$ cat config.mk
export PLATFORM = sky130hd
export DESIGN_NAME = mux_bus_sequencer
export DESIGN_NICKNAME = d
export VERILOG_FILES = /design/src/rtl/busseq_pkg.sv /design/src/rtl/busseq_tstate_ctrl.sv /design/src/rtl/busseq_addr_latch.sv /design/src/rtl/mux_bus_sequencer.sv
export SDC_FILE = /design/constraint.sdc
export NUM_CORES = 1
export LEC_CHECK = 0
export BUFFER_PORTS_ARGS = -buffer_cell sky130_fd_sc_hd__buf_2
export CAP_MARGIN = 20
export CORE_UTILIZATION = 41
export CTS_CLUSTER_SIZE = 12
export DETAILED_ROUTE_END_ITERATION = 6
export PLACE_DENSITY = 0.67
export SYNTH_ARGS = -nofsm -noshare
export SYNTH_HDL_FRONTEND = slang
export SYNTH_SLANG_ARGS = --single-unit
export TNS_END_PERCENT = 30
$ cat constraint.sdc
create_clock -name clk -period 2.33 [get_ports clk]
set_input_delay 0.466 -clock clk [delete_from_list [all_inputs] [get_ports clk]]
set_output_delay 0.466 -clock clk [all_outputs]
set_load 0.01 [all_outputs]
$ cat src/rtl/busseq_pkg.sv
package busseq_pkg;

  typedef enum logic [2:0] {
    KIND_FETCH = 3'd0,
    KIND_MRD   = 3'd1,
    KIND_MWR   = 3'd2,
    KIND_IORD  = 3'd3,
    KIND_IOWR  = 3'd4
  } cyc_kind_e;

  localparam int TSTATE_MAX = 4;

  function automatic logic kind_ok(input logic [2:0] k);
    return k <= 3'd4;
  endfunction

  function automatic logic [2:0] tstate_count(input logic [2:0] k);
    return (k == 3'd0) ? 3'd4 : 3'd3;
  endfunction

  function automatic logic kind_is_io(input logic [2:0] k);
    return (k == 3'd3) || (k == 3'd4);
  endfunction

  function automatic logic kind_is_write(input logic [2:0] k);
    return (k == 3'd2) || (k == 3'd4);
  endfunction

endpackage

$ cat src/rtl/busseq_tstate_ctrl.sv
module busseq_tstate_ctrl
  import busseq_pkg::*;
#(
  parameter int TW = 3
) (
  input  logic          clk,
  input  logic          rst_n,
  input  logic          req_valid,
  input  logic [2:0]    req_kind,
  output logic          accept,
  output logic          busy,
  output logic          done,
  output logic [2:0]    kind,
  output logic [TW-1:0] tidx,
  output logic          t_first,
  output logic          t_last
);

  logic          busy_q, done_q;
  logic [2:0]    kind_q;
  logic [TW-1:0] tidx_q;

  assign accept  = req_valid && !busy_q && !done_q && kind_ok(req_kind);
  assign t_first = busy_q && (tidx_q == '0);
  assign t_last  = busy_q && (tidx_q == TW'(tstate_count(kind_q) - 3'd1));

  always_ff @(posedge clk or negedge rst_n) begin
    if (!rst_n) begin
      busy_q <= 1'b0;
      done_q <= 1'b0;
      kind_q <= 3'd0;
      tidx_q <= '0;
    end else begin
      done_q <= 1'b0;
      if (accept) begin
        busy_q <= 1'b1;
        kind_q <= req_kind;
        tidx_q <= '0;
      end else if (t_last) begin
        busy_q <= 1'b0;
        done_q <= 1'b1;
      end else if (busy_q) begin
        tidx_q <= tidx_q + 1'b1;
      end
    end
  end

  assign busy = busy_q;
  assign done = done_q;
  assign kind = kind_q;
  assign tidx = tidx_q;

  AST_TIDX_RANGE: assert property (@(posedge clk) disable iff (!rst_n)
    busy_q |-> ({1'b0, tidx_q} < (TW+1)'(tstate_count(kind_q))));
  AST_KEEP_BUSY: assert property (@(posedge clk) disable iff (!rst_n)
    (busy_q && !t_last) |=> busy_q);

endmodule

$ cat src/rtl/busseq_addr_latch.sv
module busseq_addr_latch #(
  parameter int W = 8
) (
  input  logic         clk,
  input  logic         rst_n,
  input  logic         strobe,
  input  logic [W-1:0] d,
  output logic [W-1:0] q
);

  logic [W-1:0] held_q;

  always_ff @(posedge clk or negedge rst_n) begin
    if (!rst_n)      held_q <= '0;
    else if (strobe) held_q <= d;
  end

  // transparent while the strobe is high, holding afterwards
  assign q = strobe ? d : held_q;

endmodule

$ cat src/rtl/mux_bus_sequencer.sv
module mux_bus_sequencer
  import busseq_pkg::*;
#(
  parameter int AW = 16,
  parameter int DW = 8
) (
  input  logic            clk,
  input  logic            rst_n,
  input  logic            req_valid,
  input  logic [2:0]      req_kind,
  input  logic [AW-1:0]   req_addr,
  input  logic [DW-1:0]   req_wdata,
  output logic            busy,
  output logic            done,
  output logic [DW-1:0]   rdata,
  output logic [AW-DW-1:0] addr_upper,
  output logic [DW-1:0]   mux_out,
  input  logic [DW-1:0]   mux_in,
  output logic            mux_oe,
  output logic            addr_strobe,
  output logic            read_n,
  output logic            write_n,
  output logic            io_sel,
  output logic [DW-1:0]   addr_lo_latched
);

  localparam int TW = $clog2(TSTATE_MAX) + 1;
  localparam int HW = AW - DW;

  logic          accept, t_first, t_last;
  logic [2:0]    kind;
  logic [TW-1:0] tidx;
  logic [AW-1:0] addr_q;
  logic [DW-1:0] wdata_q, rdata_q;

  busseq_tstate_ctrl #(.TW(TW)) i_ctrl (
    .clk(clk), .rst_n(rst_n), .req_valid(req_valid), .req_kind(req_kind),
    .accept(accept), .busy(busy), .done(done), .kind(kind), .tidx(tidx),
    .t_first(t_first), .t_last(t_last)
  );

  always_ff @(posedge clk or negedge rst_n) begin
    if (!rst_n) begin
      addr_q  <= '0;
      wdata_q <= '0;
    end else if (accept) begin
      addr_q  <= req_addr;
      wdata_q <= req_wdata;
    end
  end

  // named T-state events
  logic in_data, is_wr, is_rd, sample_now;
  assign in_data    = busy && ((tidx == TW'(1)) || (tidx == TW'(2)));
  assign is_wr      = kind_is_write(kind);
  assign is_rd      = !is_wr;
  assign sample_now = busy && is_rd && (tidx == TW'(2));

  always_ff @(posedge clk or negedge rst_n) begin
    if (!rst_n)          rdata_q <= '0;
    else if (sample_now) rdata_q <= mux_in;
  end

  assign rdata       = rdata_q;
  assign addr_strobe = t_first;
  assign read_n      = !(in_data && is_rd);
  assign write_n     = !(in_data && is_wr);
  assign mux_oe      = t_first || (in_data && is_wr);
  assign mux_out     = t_first ? addr_q[DW-1:0] : wdata_q;
  assign addr_upper  = addr_q[AW-1 -: HW];
  assign io_sel      = busy && kind_is_io(kind);

  busseq_addr_latch #(.W(DW)) i_lat (
    .clk(clk), .rst_n(rst_n), .strobe(addr_strobe), .d(mux_out),
    .q(addr_lo_latched)
  );

  AST_STROBE_EXCL: assert property (@(posedge clk) disable iff (!rst_n)
    !(!read_n && !write_n));
  AST_STROBE_PULSE: assert property (@(posedge clk) disable iff (!rst_n)
    addr_strobe |=> !addr_strobe);
  AST_UPPER_STABLE: assert property (@(posedge clk) disable iff (!rst_n)
    (busy && !t_first) |-> $stable(addr_upper));
  AST_IOSEL_STABLE: assert property (@(posedge clk) disable iff (!rst_n)
    (busy && !t_first) |-> $stable(io_sel));
  AST_DONE_FOLLOWS: assert property (@(posedge clk) disable iff (!rst_n)
    t_last |=> (done && !busy));
  AST_DONE_PULSE: assert property (@(posedge clk) disable iff (!rst_n)
    done |=> !done);
  AST_READ_RELEASE: assert property (@(posedge clk) disable iff (!rst_n)
    !read_n |-> !mux_oe);
  AST_WRITE_DRIVE: assert property (@(posedge clk) disable iff (!rst_n)
    !write_n |-> mux_oe);
  AST_LAT_CAPTURE: assert property (@(posedge clk) disable iff (!rst_n)
    $fell(addr_strobe) |-> (addr_lo_latched == $past(mux_out)));

endmodule

==> metrics.cfg, run 1 <==
[placed_design]
pre_cts_slack_ns=0.212
portBuffers=76
place.gp.congestion=0.747
dp_cells=290
hpwlAfterDp_mm=2.92

[timing]
setup_viol=0
fin_crit_sh=0.956
rsz0062_at_grt=no
tightest_slew_ns=0.669
fin_tns_setup_ns=0
finalHoldViolations=0
slew_violations=0
max_freq_mhz=449
slew_headroom=0.548
worst_slack_ns=0.103
fin_crit_ns=2.23
finalClockSkew_ns=0.00274

[floorplanning]
initial_utilization=0.433
rows=26
die_w_um=76.2
die_h_um=76.2
die_area_sq_um=5800
io_pins=77
core_sq_um=5200

[critical_path]
crit_path_start_kind=flop
cp.buffers_inverters=2
worstPathArrival_ns=1.76
crit_chain=inv_1 -> ha_1 -> nand2_4 -> mux2_2 -> buf_2
path_class=flop to output pin
worstPathMaxFanout=18
end_kind=output pin
required_ns=1.86
cp_slowest_cell=dfrtp_2
cpPeakStageDelay_ns=0.42
crit_family=flip-flops
ff2ff_setup_slack_ns=0.45

[route]
totalWireLength_mm=4.05
post-route-drc-count=0
routedWlPerCell_um=13.5
ant_nets=0
drt_pass1_iterations=4
drt_iter0_markers=40
num_vias=1452
via_per_inst=4.86

[yosys]
ys_top_cells_by_count=48 x dfrtp_1, 31 x mux2_2, 19 x mux2_4
synth_nets=193
synth_compound_gate_area_share=0.0521
synth_fa_ha_area_frac=0.0222
synth_seq_cells=48
synth_warnings=0
postSynthCellCount=151
synthMuxAreaShare=0.286
postSynthAreaPerCell_sq_um=14.9
yosys.cell_types.count=36
ys_seq_area_frac=0.532
ys.flop_type=dfrtp_1
yosysTopAreaCellShare=0.532
synth_area_leaders=dfrtp_1 53%, mux2_2 15%, mux2_4 13%
synthSimpleGateAreaFrac=0.0455
yosysTopAreaCell=dfrtp_1
async_flop_share=1.00
synth_area_sq_um=2260
synth_top_family_by_area=multiplexers
synth_edf_count=0
synth.most_common_cell=dfrtp_1
synthXorXnorAreaFrac=0.00388

[layout]
nFillCells=471
drive_above_1_share=0.642
diodes=0
finalNetCount=270
synthToLayoutAreaGrowth_pct=22.4
final_cells=299

[cts]
cts_tree=done
numCtsBuffers=5
path_clk_slew_ns=0.08
clock-sinks=48
cts_buffer_depth=2
root_buffer=clkbuf_8
clk_latency_ns=0.29
htree_levels=2

[pwr]
powerDensity_nw_per_um2=1420
p_leak_nw=1.39
power.total_mw=3.92
ir_drop_v=0.000814

[worst_hold_path]
min_path_type=input port to asynchronous set/reset pin

[global_routing]
grt_pass1_vias=1497
gr-total-overflow=0
grt_pass1_wl_mm=6.74
antenna_found_initial=0
grt_start_max_net_pins=26
grt_use_total=0.146

[run_status]
outcome=finished clean

[job]
cap_violations=0

==> area by class of cell <==
type,count,area (sq um),share of cell area
well taps,70,87.6,0.0317
multi-input cells,87,928,0.336
flip-flops and latches,48,1200,0.435
repair buffers,82,438,0.159
clock buffers,8,90.1,0.0326
inverters,4,15.0,0.00544
==> state kept, by name, indices dropped and copies added, names as in the netlist <==
register      cells
addr_q           16
i_ctrl.busy       1
i_ctrl.done       1
i_ctrl.kind       3
i_ctrl.tidx       3
i_lat.held_q      8
rdata             8
wdata_q           8
==> per-layer routing <==
metal  part of all wire  wire, um  global-route usage
met1               0.47      1910               0.187
met2               0.44      1790               0.239
met3              0.081       327              0.0479
met4             0.0057        23              0.0404
met5                  0         0                   0
==> where the power goes <==
part | leakage [nW] | switching, mW | internal [mW]
Combinational | 0.773 | 0.844 | 1.07
Clock | 0.0455 | 0.251 | 0.242
Sequential | 0.570 | 0.251 | 1.26
==> per-stage QoR <==
step	area, sq um	util	hold WS, ns
after floorplan	2260	-	0.170
after global placement	2660	0.511	0.477
after detailed placement	2660	0.511	0.480
after CTS	2750	0.529	0.156
after global routing	2760	0.531	0.177
final	2760	0.531	0.150
==> logic make-up after synthesis <==
| group | after synthesis |
|---|---|
| flip-flops | 48 |
| AND/OR/NAND/NOR | 16 |
| XOR/XNOR | 1 |
| adder cells (fa/ha/maj) | 4 |
| multiplexers | 51 |
| buffers and inverters | 16 |
| AO/OA/AOI/OAI | 15 |
==> cells in the final DEF, fill, tap and decap left out, types with 2 or more instances in the layout <==
cell type and count:
inv_1 4, mux2_4 19, nand2_1 3, mux2_2 31
o21ai_0 4, clkbuf_1 2, o21a_1 2, dfrtp_1 47
ha_1 4, buf_4 5, clkbuf_8 6, buf_2 76
==> worst paths after layout <==
check / end / cells after the start / from
setup / recovery: addr_lo_latched[7] / 5 / i_ctrl.tidx[0]
hold / removal: addr_q[10] / 1 / rst_n
setup reg to reg: addr_q[8] / 5 / i_ctrl.busy
hold reg to reg: i_lat.held_q[3] / 1 / i_lat.held_q[3]
max in group asynchronous: i_ctrl.tidx[0] / 2 / rst_n
min in group clk: addr_q[3] / 2 / req_addr[3]
==> repair_timing <==
action,in CTS,in global routing
setup endpoints to repair,16,16
setup buffers,0,1
hold buffers,0,0
cloned,0,0
resized for setup,1,1
No activity file was read; power rests on OpenSTA's default activity.
==> inputs of run 2 (changes only) <==
ABC_AREA = 1   (was unset)
PLACE_DENSITY = 0.68   (was 0.67)
==> run 2 against run 1 <==
Sequential cell count did not move. Routed wire length rose by 18%. Critical path type unchanged. Largest cell class unchanged. Design area fell by 1.4%. Cell count rose by 34%.
==> metrics.cfg, run 2 <==
[route]
num_vias=1891  ; +30%
drt_pass1_iterations=4  ; unchanged
routedWlPerCell_um=11.9  ; -12%
via_per_inst=4.72  ; -2.9%
totalWireLength_mm=4.76  ; +18%
drt_iter0_markers=99  ; +150%
ant_nets=0  ; unchanged
post-route-drc-count=0  ; unchanged

[cts]
htree_levels=2  ; unchanged
clock-sinks=48  ; unchanged
postCtsSetupRepairBufs=0  ; unchanged
clk_latency_ns=0.30  ; about the same
cts_buffer_depth=2  ; unchanged
numCtsBuffers=5  ; unchanged
cts_tree=done
ctsHoldBuffers=0  ; unchanged
root_buffer=clkbuf_8
path_clk_slew_ns=0.08  ; about the same

[worst_hold_path]
min_path_type=input port to asynchronous set/reset pin

[pwr]
p_leak_nw=1.62  ; +17%
p_switching_mw=1.56  ; +16%
p_seq_frac=0.385  ; about the same
p_clk_frac=0.158  ; +0.032
intPower_mw=2.18  ; -15%
ir_drop_v=0.000561  ; -31%
power_frac_comb=0.457  ; -0.032
powerDensity_nw_per_um2=1370  ; -3.1%
sw_frac_of_total=0.417  ; +0.0738

[critical_path]
cp_slowest_cell=dfrtp_1
setup.worst_path.start=i_ctrl.tidx[0]
end_kind=output pin
cpPeakStageDelay_ns=0.42  ; about the same
ff2ff_setup_slack_ns=0.73  ; +0.28 ns
crit_chain=inv_1 -> ha_1 -> nand2_4 -> buf_4 -> nand2_1 -> nand2_1 -> buf_2
crit_path_start_kind=flop
worstSetupEndpoint=addr_lo_latched[1]
r2r-end=i_ctrl.tidx[0]
reg2reg_depth=8  ; +3
required_ns=1.86  ; about the same
worstPathArrival_ns=1.69  ; -0.07 ns
reg2reg_from=i_ctrl.busy
worstPathMaxFanout=10  ; -8
crit_top_cell=nand2_1
path_class=flop to output pin

[yosys]
yosysTopAreaCellShare=0.539  ; +0.00688
synth.most_common_cell=nand2_1
postSynthCellCount=259  ; +72%
synth_warnings=0  ; unchanged
synth_seq_cells=48  ; unchanged
ys_seq_area_frac=0.539  ; +0.00688
yosys.cell_types.count=22  ; -39%
async_flop_share=1.00  ; unchanged
ys_top_cells_by_count=119 x nand2_1, 48 x dfrtp_1, 38 x nand3_1
synth_edf_count=0  ; unchanged
ys.flop_type=dfrtp_1
synth_nets=301  ; +56%
synth_area_leaders=dfrtp_1 54%, nand2_1 20%, nand3_1 8.5%
postSynthAreaPerCell_sq_um=8.60  ; -42%
yosysTopAreaCell=dfrtp_1
synth_area_sq_um=2230  ; -1.3%

[timing]
finalHoldViolations=0  ; unchanged
fin_crit_ns=2.15  ; -0.0757 ns
setup_viol=0  ; unchanged
fin_tns_setup_ns=0  ; unchanged
rsz0062_at_grt=no
slew_headroom=0.593  ; +0.0448
fin_crit_sh=0.923  ; -0.0325
finalClockSkew_ns=0.00367  ; +0.000934 ns
slew_violations=0  ; unchanged
max_freq_mhz=465  ; +3.5%
tightest_slew_ns=0.610  ; -0.0585 ns

[placed_design]
hpwlAfterDp_mm=3.26  ; +12%
portBuffers=76  ; unchanged
place.gp.congestion=0.861  ; +15%

[job]
cap_violations=0  ; unchanged

[floorplanning]
core_sq_um=5170  ; -0.62%
die_h_um=75.7  ; -0.62%
rows=26  ; unchanged
initial_utilization=0.431  ; -0.00284
io_pins=77  ; unchanged
die_area_sq_um=5730  ; -1.2%
die_w_um=75.7  ; -0.62%

[layout]
nFillCells=516  ; +9.6%
final_common_cell=nand2_1
drive_above_1_share=0.311  ; -0.331
finalNetCount=372  ; +38%
synthToLayoutAreaGrowth_pct=22.2
utilization=0.526  ; -0.00440
top_register=addr_q
layout_common_cells=119 x nand2_1, 76 x buf_2, 48 x dfrtp_1
largest_register_ffs=16  ; unchanged
diodes=0  ; unchanged

[global_routing]
grt_pass1_wl_mm=7.63  ; +13%
grt_use_total=0.181  ; +0.0343
grt_pass1_vias=1703  ; +14%
gr-total-overflow=0  ; unchanged
grt_start_max_net_pins=49  ; +88%
antenna_found_initial=0  ; unchanged

[run_status]
outcome=finished clean

run 2: changes by cell type in the layout (fill, tap and decap cells not counted), moves of 4 or more:
cell and change:
mux2_4 -19, mux2_2 -31, nand2_2 +4, nand3_1 +38, nand2_1 +116, inv_1 +4
run 2: logic make-up after synthesis:
family | count (synthesis) | synth area share
compound gates | 7 | 0.0191
xor+xnor | 1 | 0.00393
fa+ha+maj | 4 | 0.0225
buf+inv | 27 | 0.0719
flops | 48 | 0.539
simple gates | 172 | 0.343
run 2: timing repair:
item / 4_1_cts / 5_1_grt
setup endpoints to repair: 16 / 13
resized for setup: 1 / 2
pin swaps: 0 / 0
cloned: 0 / 0
run 2: through the flow:
step                      power (mW)  cell area, sq um  std cells  hold WS [ns]  worst slack (ns)
after floorplan                 2.64              2230        259         0.170             0.605
after global placement          3.14              2610        393         0.449             0.315
after detailed placement        3.17              2610        393         0.453             0.266
after CTS                       3.78              2720        401         0.276            0.0901
after global routing            4.12              2720        401         0.303            0.0359
final                           3.74              2720        401         0.244             0.178
run 2: power by group through the flow:
stage	clock network, mW	logic (mW)	registers (mW)
floorplan	0	1.18	1.46
global placement	0	1.69	1.45
detailed placement	0	1.72	1.45
CTS	0.611	1.73	1.44
global route	0.640	1.97	1.50
finish	0.590	1.71	1.44
run 2: how the worst min path moves through the flow:
| stage | from | to | depth (start not counted) |
|---|---|---|---|
| 6_report | rst_n | i_ctrl.busy | 2 |
| 5_1_grt | rst_n | rdata[3] | 2 |
| 4_1_cts | rst_n | rdata[3] | 2 |
| 3_5_place_dp | addr_q[8] | addr_q[8] | 2 |
| 3_3_place_gp | addr_q[11] | addr_q[11] | 2 |
| 2_1_floorplan | rst_n | addr_q[0] | 0 |
run 2: layout make-up:
class,instances,area (sq um),share of cell area
Timing Repair Buffer,80,410,0.151
Multi-Input combinational cell,184,871,0.320
Inverter,11,43.8,0.0161
Sequential cell,48,1200,0.441
Clock buffer,6,72.6,0.0267
Tap cell,70,87.6,0.0322
Clock inverter,2,35.0,0.0129
run 2: worst max-delay path: cells and delay by family, from the launching register on:
family	cells	cell delay, ns
DFF	1	0.42
and+or+nand+nor	3	0.29
adders and majority gates	1	0.24
buffers and inverters	3	0.45
run 2: routing by layer:
layer  GRT usage  wire length (um)  up-vias
met3      0.0397               222       10
met1       0.234              2140      885
met2       0.289              2280       49
met4      0.0864               115        0
li1            -                 -      947
met5           0                 0        -
